--- config.mk ---
export PLATFORM = sky130hd
export DESIGN_NAME = lane_byte_swapper
export DESIGN_NICKNAME = d
export VERILOG_FILES = /design/src/rtl/lbs_pkg.sv /design/src/rtl/lbs_legality.sv /design/src/rtl/lbs_lane_mux.sv /design/src/rtl/lane_byte_swapper.sv
export SDC_FILE = /design/constraint.sdc
export NUM_CORES = 1
export LEC_CHECK = 0
export CORE_ASPECT_RATIO = 1.75
export CORE_UTILIZATION = 35
export DETAILED_ROUTE_END_ITERATION = 6
export HOLD_SLACK_MARGIN = 0.1
export SLEW_MARGIN = 30
export SYNTH_ARGS = -nofsm -noshare
export SYNTH_HDL_FRONTEND = slang
export SYNTH_SLANG_ARGS = --single-unit
--- constraint.sdc ---
create_clock -name clk -period 4.78 [get_ports clk]
set_clock_uncertainty 0.1 [all_clocks]
set_input_delay 0.717 -clock clk [delete_from_list [all_inputs] [get_ports clk]]
set_output_delay 0.717 -clock clk [all_outputs]
set_load 0.02 [all_outputs]
--- src/rtl/lbs_pkg.sv ---
package lbs_pkg;

   localparam int SIZE_CODE_W = 2;

   typedef enum logic [SIZE_CODE_W-1:0] {
      ELEM_B8  = 2'b00,
      ELEM_B16 = 2'b01,
      ELEM_B32 = 2'b10,
      ELEM_B64 = 2'b11
   } elem_size_e;

   // number of byte lanes an element of this code spans
   function automatic int elem_lanes(input logic [SIZE_CODE_W-1:0] code);
      return 1 << int'(code);
   endfunction

endpackage

--- src/rtl/lbs_legality.sv ---
module lbs_legality
   import lbs_pkg::*;
#(
   parameter int LANES = 8
) (
   input  logic [SIZE_CODE_W*LANES-1:0] size_codes,
   output logic                         misfit
);

   localparam int CODES_W = SIZE_CODE_W*LANES;

   initial begin
      if (CODES_W != SIZE_CODE_W*LANES) $error("code vector width mismatch");
   end

   // A lane is consistent when every lane in its aligned group shares its code.
   always_comb begin
      misfit = 1'b0;
      for (int i = 0; i < LANES; i++) begin
         int n;
         int base_i;
         n = elem_lanes(size_codes[SIZE_CODE_W*i +: SIZE_CODE_W]);
         base_i = i & ~(n - 1);
         if (n > LANES) begin
            misfit = 1'b1;
         end else begin
            for (int k = 0; k < LANES; k++) begin
               if (((k & ~(n - 1)) == base_i) &&
                   (size_codes[SIZE_CODE_W*k +: SIZE_CODE_W] !=
                    size_codes[SIZE_CODE_W*i +: SIZE_CODE_W]))
                  misfit = 1'b1;
            end
         end
      end
   end

endmodule

--- src/rtl/lbs_lane_mux.sv ---
module lbs_lane_mux
   import lbs_pkg::*;
#(
   parameter int LANE   = 0,
   parameter int LANES  = 8,
   parameter int BYTE_W = 8
) (
   input  logic [BYTE_W*LANES-1:0] word,
   input  logic [SIZE_CODE_W-1:0]  sel,
   output logic [BYTE_W-1:0]       lane_out
);

   // source lanes; a source outside the word falls back to the own lane
   localparam int SRC_B16 = ((LANE ^ 1) < LANES) ? (LANE ^ 1) : LANE;
   localparam int SRC_B32 = ((LANE ^ 3) < LANES) ? (LANE ^ 3) : LANE;
   localparam int SRC_B64 = ((LANE ^ 7) < LANES) ? (LANE ^ 7) : LANE;

   always_comb begin
      unique case (elem_size_e'(sel))
         ELEM_B16: lane_out = word[BYTE_W*SRC_B16 +: BYTE_W];
         ELEM_B32: lane_out = word[BYTE_W*SRC_B32 +: BYTE_W];
         ELEM_B64: lane_out = word[BYTE_W*SRC_B64 +: BYTE_W];
         default:  lane_out = word[BYTE_W*LANE +: BYTE_W];
      endcase
   end

endmodule

--- src/rtl/lane_byte_swapper.sv ---
module lane_byte_swapper
   import lbs_pkg::*;
#(
   parameter int LANES  = 8,
   parameter int BYTE_W = 8
) (
   input  logic                          clk,
   input  logic                          rst,
   input  logic                          in_valid,
   input  logic [LANES*BYTE_W-1:0]       in_data,
   input  logic [SIZE_CODE_W*LANES-1:0]  in_size,
   input  logic                          swap_en,
   output logic                          out_valid,
   output logic [LANES*BYTE_W-1:0]       out_data,
   output logic                          out_err
);

   localparam int WORD_W = LANES*BYTE_W;
   localparam int CODE_W = SIZE_CODE_W*LANES;

   generate
      if (LANES < 1 || LANES > 8 || (LANES & (LANES - 1)) != 0) begin : g_bad_lanes
         $error("LANES must be a power of two from 1 to 8");
      end
      if (BYTE_W < 1) begin : g_bad_byte
         $error("BYTE_W must be positive");
      end
   endgenerate

   logic              misfit;
   logic [WORD_W-1:0] swapped;

   lbs_legality #(.LANES(LANES)) i_legal (
      .size_codes (in_size),
      .misfit     (misfit)
   );

   genvar gi;
   generate
      for (gi = 0; gi < LANES; gi++) begin : g_lane
         logic [SIZE_CODE_W-1:0] lane_sel;
         assign lane_sel = (swap_en && !misfit) ? in_size[SIZE_CODE_W*gi +: SIZE_CODE_W]
                                                : SIZE_CODE_W'(ELEM_B8);
         lbs_lane_mux #(.LANE(gi), .LANES(LANES), .BYTE_W(BYTE_W)) i_mux (
            .word     (in_data),
            .sel      (lane_sel),
            .lane_out (swapped[BYTE_W*gi +: BYTE_W])
         );
      end
   endgenerate

   always_ff @(posedge clk) begin
      if (rst) begin
         out_valid <= 1'b0;
         out_err   <= 1'b0;
         out_data  <= '0;
      end else begin
         out_valid <= in_valid;
         out_err   <= in_valid & misfit;
         if (in_valid) out_data <= swapped;
      end
   end

   assert_valid_follows_R2: assert property (@(posedge clk) disable iff (rst)
      in_valid |=> out_valid);
   assert_valid_drops_R2: assert property (@(posedge clk) disable iff (rst)
      !in_valid |=> !out_valid);
   assert_err_needs_valid_R7: assert property (@(posedge clk) disable iff (rst)
      out_err |-> out_valid);
   assert_misfit_passthrough_R6: assert property (@(posedge clk) disable iff (rst)
      (in_valid && misfit) |=> (out_err && out_data == $past(in_data)));
   assert_swap_off_passthrough_R3: assert property (@(posedge clk) disable iff (rst)
      (in_valid && !swap_en) |=> (out_data == $past(in_data)));
   assert_bytes_only_R4: assert property (@(posedge clk) disable iff (rst)
      (in_valid && in_size == '0) |=> (out_data == $past(in_data)));
   assert_hold_idle_R9: assert property (@(posedge clk) disable iff (rst)
      !in_valid |=> $stable(out_data));

endmodule

Yosys cells after proc, flatten, opt, wreduce, memory -nomap -nowiden
Index checks and enable logic that the tools add are counted.
{"block": "totals", "ff_bits": 66, "inputBits": 84, "output_inout_bits": 66, "elab_cells": 310}
{"block": "op_classes", "n_addsub": 8, "order_cmp": 8, "n_eq_ne": 98, "n_shift": 8, "muxes": 80, "bitwise": 27, "reduce_logical": 78}
{"cell": "$logic_not 32->1", "n": 14}
{"cell": "$gt 32x5->1 const B", "n": 8}
{"cell": "$shl 1x2->32 const A", "n": 8}
{"cell": "$pmux 8 s3", "n": 8}
{"cell": "$ne 2x2->1", "n": 56}
{"cell": "$mux 1", "n": 64}
{"cell": "$logic_and 1x1->1", "n": 57}
{"cell": "$eq 2x2->1 const B", "n": 16}
{"cell": "$eq 2x2->1", "n": 12}
{"cell": "$not 3->3", "n": 8}
{"cell": "$sub 3x2->3 const B", "n": 8}
{"cell": "$not 1->1", "n": 18}
{"cell": "$eq 2x1->1 const B", "n": 8}
{"cell": "$mux 2", "n": 8}
{"cell": "$eq 3x3->1", "n": 4}
{"cell": "$logic_not 2->1", "n": 6}
{"cell": "$eq 2x3->1", "n": 1}
{"cell": "$eq 3x2->1", "n": 1}
{"cell": "$and 1x1->1", "n": 1}
{"cell": "$logic_not 1->1", "n": 1}

Longest topological paths before layout
{"block": "logic_depth", "word_depth": 74, "mapped_depth": 14, "depth_no_buf": 9}

Hierarchy
From an unflattened synthesis, not the netlist that was laid out.
{"block": "hier_totals", "hier_cells": 401, "area_unflattened_um2": 4725.8}
{"module": "lane_byte_swapper", "n_inst": 1, "cells_each": 228, "area_each_um2": 2476.1, "seq_area_each_um2": 1321.3}
{"module": "lbs_lane_mux", "n_inst": 8, "cells_each": 10, "area_each_um2": 196.4, "seq_area_each_um2": 0.0}
{"module": "lbs_legality", "n_inst": 1, "cells_each": 93, "area_each_um2": 678.2, "seq_area_each_um2": 0.0}

Least setup slack after synthesis
No wires, ideal clock.
{"block": "synth_timing", "path_kind": "input port to flip-flop", "start": "input in_size[10]", "end": "register out_data[15]", "setup_time_ns": 0.138, "t_arrival_ns": 3.386, "required_time_ns": 4.542, "slack_ns": 1.156, "path_stages": 14, "path_buffers": 5, "cell_sequence": "buf_2 clkbuf_1 nor2b_1 clkbuf_1 inv_1 ha_1 nand2_1 o21ai_0 nand4_2 or4_1 buf_2 buf_6 o22ai_2 a211oi_1"}
{"block": "synth_via", "elab_chain_cells": 67, "word_cells_on_any_way": 106, "cone_classes": "add/sub (1); order compare (1); eq/ne (20); shift (1); mux (62); bitwise (4); reduce/logical (17)"}
{"element": "start, declared", "line": "lane_byte_swapper.sv:11", "rtl": "input logic [SIZE_CODE_W*LANES-1:0] in_size,"}
{"element": "$ne 2x2->1", "line": "lbs_legality.sv:29", "rtl": "(size_codes[SIZE_CODE_W*k +: SIZE_CODE_W] !="}
{"element": "$logic_and 1x1->1", "line": "lbs_legality.sv:28", "rtl": "if (((k & ~(n - 1)) == base_i) &&"}
{"element": "$mux 1 (3 in a row)", "line": "lbs_legality.sv:28"}
{"element": "$mux 1", "line": "lbs_legality.sv:24", "rtl": "if (n > LANES) begin"}
{"element": "$mux 1 (7 in a row)", "line": "lbs_legality.sv:28"}
{"element": "$mux 1", "line": "lbs_legality.sv:24"}
{"element": "$mux 1 (7 in a row)", "line": "lbs_legality.sv:28"}
{"element": "$mux 1", "line": "lbs_legality.sv:24"}
{"element": "[32 not listed]"}
{"element": "$mux 1 (5 in a row)", "line": "lbs_legality.sv:28"}
{"element": "$mux 1 * (2 in a row)", "line": "lbs_legality.sv:28"}
{"element": "$mux 1 *", "line": "lbs_legality.sv:24"}
{"element": "$logic_not 1->1 *", "line": "lane_byte_swapper.sv:42", "rtl": "assign lane_sel = (swap_en && !misfit) ? in_size[SIZE_CODE_W*gi +: SIZE_CODE_W]"}
{"element": "$logic_and 1x1->1 *", "line": "lane_byte_swapper.sv:42"}
{"element": "$mux 2 *", "line": "lane_byte_swapper.sv:42"}
{"element": "$eq 2x2->1 or $eq 2x1->1 (tied branches)", "line": "lbs_lane_mux.sv:19", "rtl": "unique case (elem_size_e'(sel))"}
{"element": "$pmux 8 s3 *", "line": "lbs_lane_mux.sv:19"}
{"element": "end signal, assigned", "line": "lane_byte_swapper.sv:60", "rtl": "if (in_valid) out_data <= swapped;"}
{"element": "end, declared", "line": "lane_byte_swapper.sv:14", "rtl": "output logic [LANES*BYTE_W-1:0] out_data,"}
Every way passes the cells marked *; elsewhere a longest branch is shown, timed or not.
A chain may end at the register's enable or synchronous reset.

Worst setup path after layout
{"block": "layout_timing", "start": "input in_size[2]", "end": "register out_data[11]"}
{"block": "layout_via", "elab_chain_cells": 71, "word_cells_on_any_way": 110, "cone_classes": "add/sub (1); order compare (1); eq/ne (20); shift (1); mux (66); bitwise (3); reduce/logical (18)"}
{"element": "$ne 2x2->1", "line": "lbs_legality.sv:29"}
{"element": "$logic_and 1x1->1", "line": "lbs_legality.sv:28"}
{"element": "$mux 1 (7 in a row)", "line": "lbs_legality.sv:28"}
{"element": "$mux 1", "line": "lbs_legality.sv:24"}
{"element": "$mux 1 (7 in a row)", "line": "lbs_legality.sv:28"}
{"element": "$mux 1", "line": "lbs_legality.sv:24"}
{"element": "$mux 1 (7 in a row)", "line": "lbs_legality.sv:28"}
{"element": "$mux 1", "line": "lbs_legality.sv:24"}
{"element": "[31 not listed]"}
{"element": "$mux 1", "line": "lbs_legality.sv:24"}
{"element": "$mux 1 (7 in a row)", "line": "lbs_legality.sv:28"}
{"element": "$mux 1", "line": "lbs_legality.sv:24"}
{"element": "$logic_not 1->1", "line": "lane_byte_swapper.sv:42"}
{"element": "$logic_and 1x1->1", "line": "lane_byte_swapper.sv:42"}
{"element": "$mux 2 *", "line": "lane_byte_swapper.sv:42"}
{"element": "$eq 2x2->1 or $eq 2x1->1 (tied branches)", "line": "lbs_lane_mux.sv:19"}
{"element": "$pmux 8 s3 *", "line": "lbs_lane_mux.sv:19"}
Marked as above.

==> run_results.csv <==
group,metric,value,unit
timing,finalCriticalPeriod,3.91,ns
final_layout,drive_gt1_share,14.9,%
logic_synthesis,ys.flop_type,"dfxtp_1",
floorplanning,start_util,35.9,%
pwr,power_frac_clock,37.2,%
global_routing,track_usage,30.2,%
placement,dp_hpwl,16.3,mm
clock_tree,cts_sinks,66,
floorplanning,pin_count,150,
clock_tree,cts_setup_buffers,0,
job,drv_cap,0,
clock_tree,clock_latency,0.34,ns
drt,ant_nets,0,
final_layout,multi_input_area,0.00331,mm2
timing,maxSlewViolCount,0,
pwr,irDropWorstVdd,146,uV
clock_tree,cts_root_buf,"clkbuf_16",
critical_path,slowest_delay,0.61,ns
final_layout,nFillCells,1355,
clock_tree,cts.clk_slew.worst_paths,0.06,ns
floorplanning,die_y,160,um
drt,drc,0,
logic_synthesis,netlist_top_cells_area,"dfxtp_1 27%, mux2i_1 11%, mux2_2 7.3%",
pwr,finalPower,1.79,mW
global_routing,grt_max_degree,41,
critical_path,worstPathArrival,4.03,ns
critical_path,crit_path_max_fanout,40,
pwr,sw_frac_of_total,31.8,%
logic_synthesis,async_flop_share,0,%
global_routing,antenna_found_initial,0,
floorplanning,fp-row-count,57,
timing,hold_viol_final,0,
pwr,power_density,259,mW/mm2
final_layout,nets,817,
final_layout,areaGrowthSynthToFinish,39.3,%
drt,drt_iter0_markers,397,
placement,placed_cell_area,0.00663,mm2
critical_path,worst-endpoint-required,4.90,ns
logic_synthesis,ys_warn_count,0,
placement,port_buffers,149,
clock_tree,cts.path.max_buffers,2,
floorplanning,die-area,0.0147,mm2
worst_hold_path,hp-class,"reg -> reg",
critical_path,crit_path_frequent_cell,"o22ai_1",
drt,wl,22.1,mm
critical_path,crit_type,"in -> reg",
critical_path,crit_path_start_kind,"primary input",
logic_synthesis,syn_inst,598,
final_layout,design_area,0.00692,mm2
drt,dr.pass1.iters,7,
critical_path,slowest_stage,"or4_1",
logic_synthesis,synth_seq_area_share,26.6,%
pwr,netSwitchingPower,571,uW
logic_synthesis,synth.cell_area,0.00496,mm2
logic_synthesis,synth_cell_types,36,
floorplanning,core_area,0.0138,mm2
timing,period_share,81.9,%
critical_path,cp_cell_sequence,"clkdlybuf4s50_1 > nor2b_1 > clkinv_1 > ha_1 > o22ai_1 > nand4_4 > or4_1 > buf_12 > o22ai_1 > a211oi_1",
outcome,outcome,"completed",
clock_tree,htree_levels,3,
pwr,comb_power_share,28.9,%
clock_tree,cts_buffers,9,
logic_synthesis,synth_top_cell_area_share,26.6,%
pwr,internal-power,1.22,mW
critical_path,end_kind,"register",
clock_tree,postCtsHoldBufs,0,
clock_tree,cts_tree,"built",
final_layout,seq_area,0.00132,mm2
floorplanning,die_w,92.0,um
pwr,seqPwrFrac,33.8,%
timing,final.setup.tns,0,ns
logic_synthesis,synth_area_leader_cell,"dfxtp_1",
drt,via_per_inst,5.97,
timing,setup_viol,0,
final_layout,n_antenna_cell,0,
timing,max_clock_freq,0.255,GHz
pwr,p_leak,2.67,nW
timing,worst_pin_slew,0.798,ns
drt,avgRoutedWirePerCell,24.4,um
placement,globalplace.congestion,0.928,
logic_synthesis,ys_ff_latch,66,
drt,vias,5415,
timing,rsz0062_at_grt,"no",
logic_synthesis,synth-edff-count,0,
logic_synthesis,syn_area_per_cell,8.30,um2
timing,max_slew_margin,46.7,%
logic_synthesis,syn_nets,690,
global_routing,grt_pass1_wl,32.8,mm
global_routing,overflow,0,
clock_tree,cts_resized,0,
global_routing,first_global_vias,5293,
## worst max-delay path: cells and delay by family
family / cells / cell delay (ns)
simple gates: 3 / 1.21
buf+inv: 3 / 1.14
compound gates: 3 / 0.63
fa+ha+maj: 1 / 0.33
## per-layer routing
layer	vias up	wire length (um)	track usage [%]	part of all wire, %
met5	-	0	0	0
met4	0	1420	19.0	6.4
met3	78	1490	5.21	6.8
met2	324	11000	50.9	50
met1	2604	8240	34.9	37
li1	2409	-	-	-
## cell type report
| class | count | share of cell area [%] |
|---|---|---|
| Clock buffer | 11 | 3.36 |
| Sequential cell | 66 | 19.1 |
| Tap cell | 177 | 3.20 |
| Timing Repair Buffer | 178 | 25.4 |
| Multi-Input combinational cell | 465 | 47.9 |
| Inverter | 5 | 0.271 |
| Clock inverter | 5 | 0.796 |
## synth_stat cells (6+ instances only)
library cell	n
clkbuf_1	33
nor4_4	6
nand2b_1	9
a21oi_1	32
mux2i_1	56
o221ai_1	12
dfxtp_1	66
buf_6	8
o21ai_0	34
xor2_1	24
nand2_1	93
nor2_1	50
a22o_1	23
o22ai_1	18
ha_1	8
buf_1	7
nor2b_1	12
buf_2	11
or2_2	8
a211oi_1	16
o221ai_2	12
mux2_2	32
## cells in the final DEF, fill, tap and decap left out, types with 2 or more instances in the layout
cell type,n
a211oi_1,16
a21oi_1,32
a22o_1,23
and4_1,2
buf_12,2
buf_4,26
clkbuf_1,2
clkbuf_16,9
clkdlybuf4s50_1,149
clkinv_2,2
clkinvlp_4,2
dfxtp_1,66
ha_1,8
inv_1,3
mux2_2,32
mux2i_1,56
nand2_1,93
nand2b_1,9
nor2_1,49
nor2b_1,12
nor4_1,2
nor4_4,6
o2111ai_1,4
o21ai_0,34
o21ai_1,4
o221ai_1,12
o221ai_2,12
o22ai_1,18
o22ai_2,2
or2_2,8
xor2_1,24
## flip-flops by register name (all words and copies together), names as in the netlist
| register | cells |
|---|---|
| out_err | 1 |
| out_data | 64 |
| out_valid | 1 |
## final timing paths
check        depth (start not counted)  slack, ns          from      endpoint
max                                 10       0.87    in_size[2]  out_data[11]
min                                  2       0.34  out_data[39]  out_data[39]
max reg2reg                          2       3.99  out_data[10]  out_data[10]
min reg2reg                          2       0.34  out_data[39]  out_data[39]
## cells by family after synthesis
| kind of cell | Yosys count | synth area share (%) |
|---|---|---|
| buffers and inverters | 67 | 6.78 |
| DFF | 66 | 26.6 |
| xor gates and xnor gates | 24 | 4.23 |
| adders and majority gates | 8 | 2.02 |
| AOI/OAI and AO/OA | 159 | 23.1 |
| muxes | 88 | 18.5 |
| and+or+nand+nor | 186 | 18.7 |
## power by group through the flow
stage	clock network [mW]	logic, mW	registers, mW
2_1_floorplan	0	0.224	0.654
3_3_place_gp	0	0.508	0.617
3_5_place_dp	0	0.513	0.618
4_1_cts	0.676	0.515	0.607
5_1_grt	0.695	0.548	0.609
6_report	0.668	0.519	0.607
## per-stage QoR
stage                     std cells  worst slack [ns]  hold WS [ns]  utilization [%]
after floorplan                 598              1.16         0.417                -
final                           907             0.866         0.338             50.0
after CTS                       907             0.953         0.340             50.0
after global placement          890             0.668         0.329             47.7
after global routing            907             0.748         0.353             50.0
after detailed placement        891             0.601         0.333             47.9
Note: power is estimated with default switching activity, not from simulation.
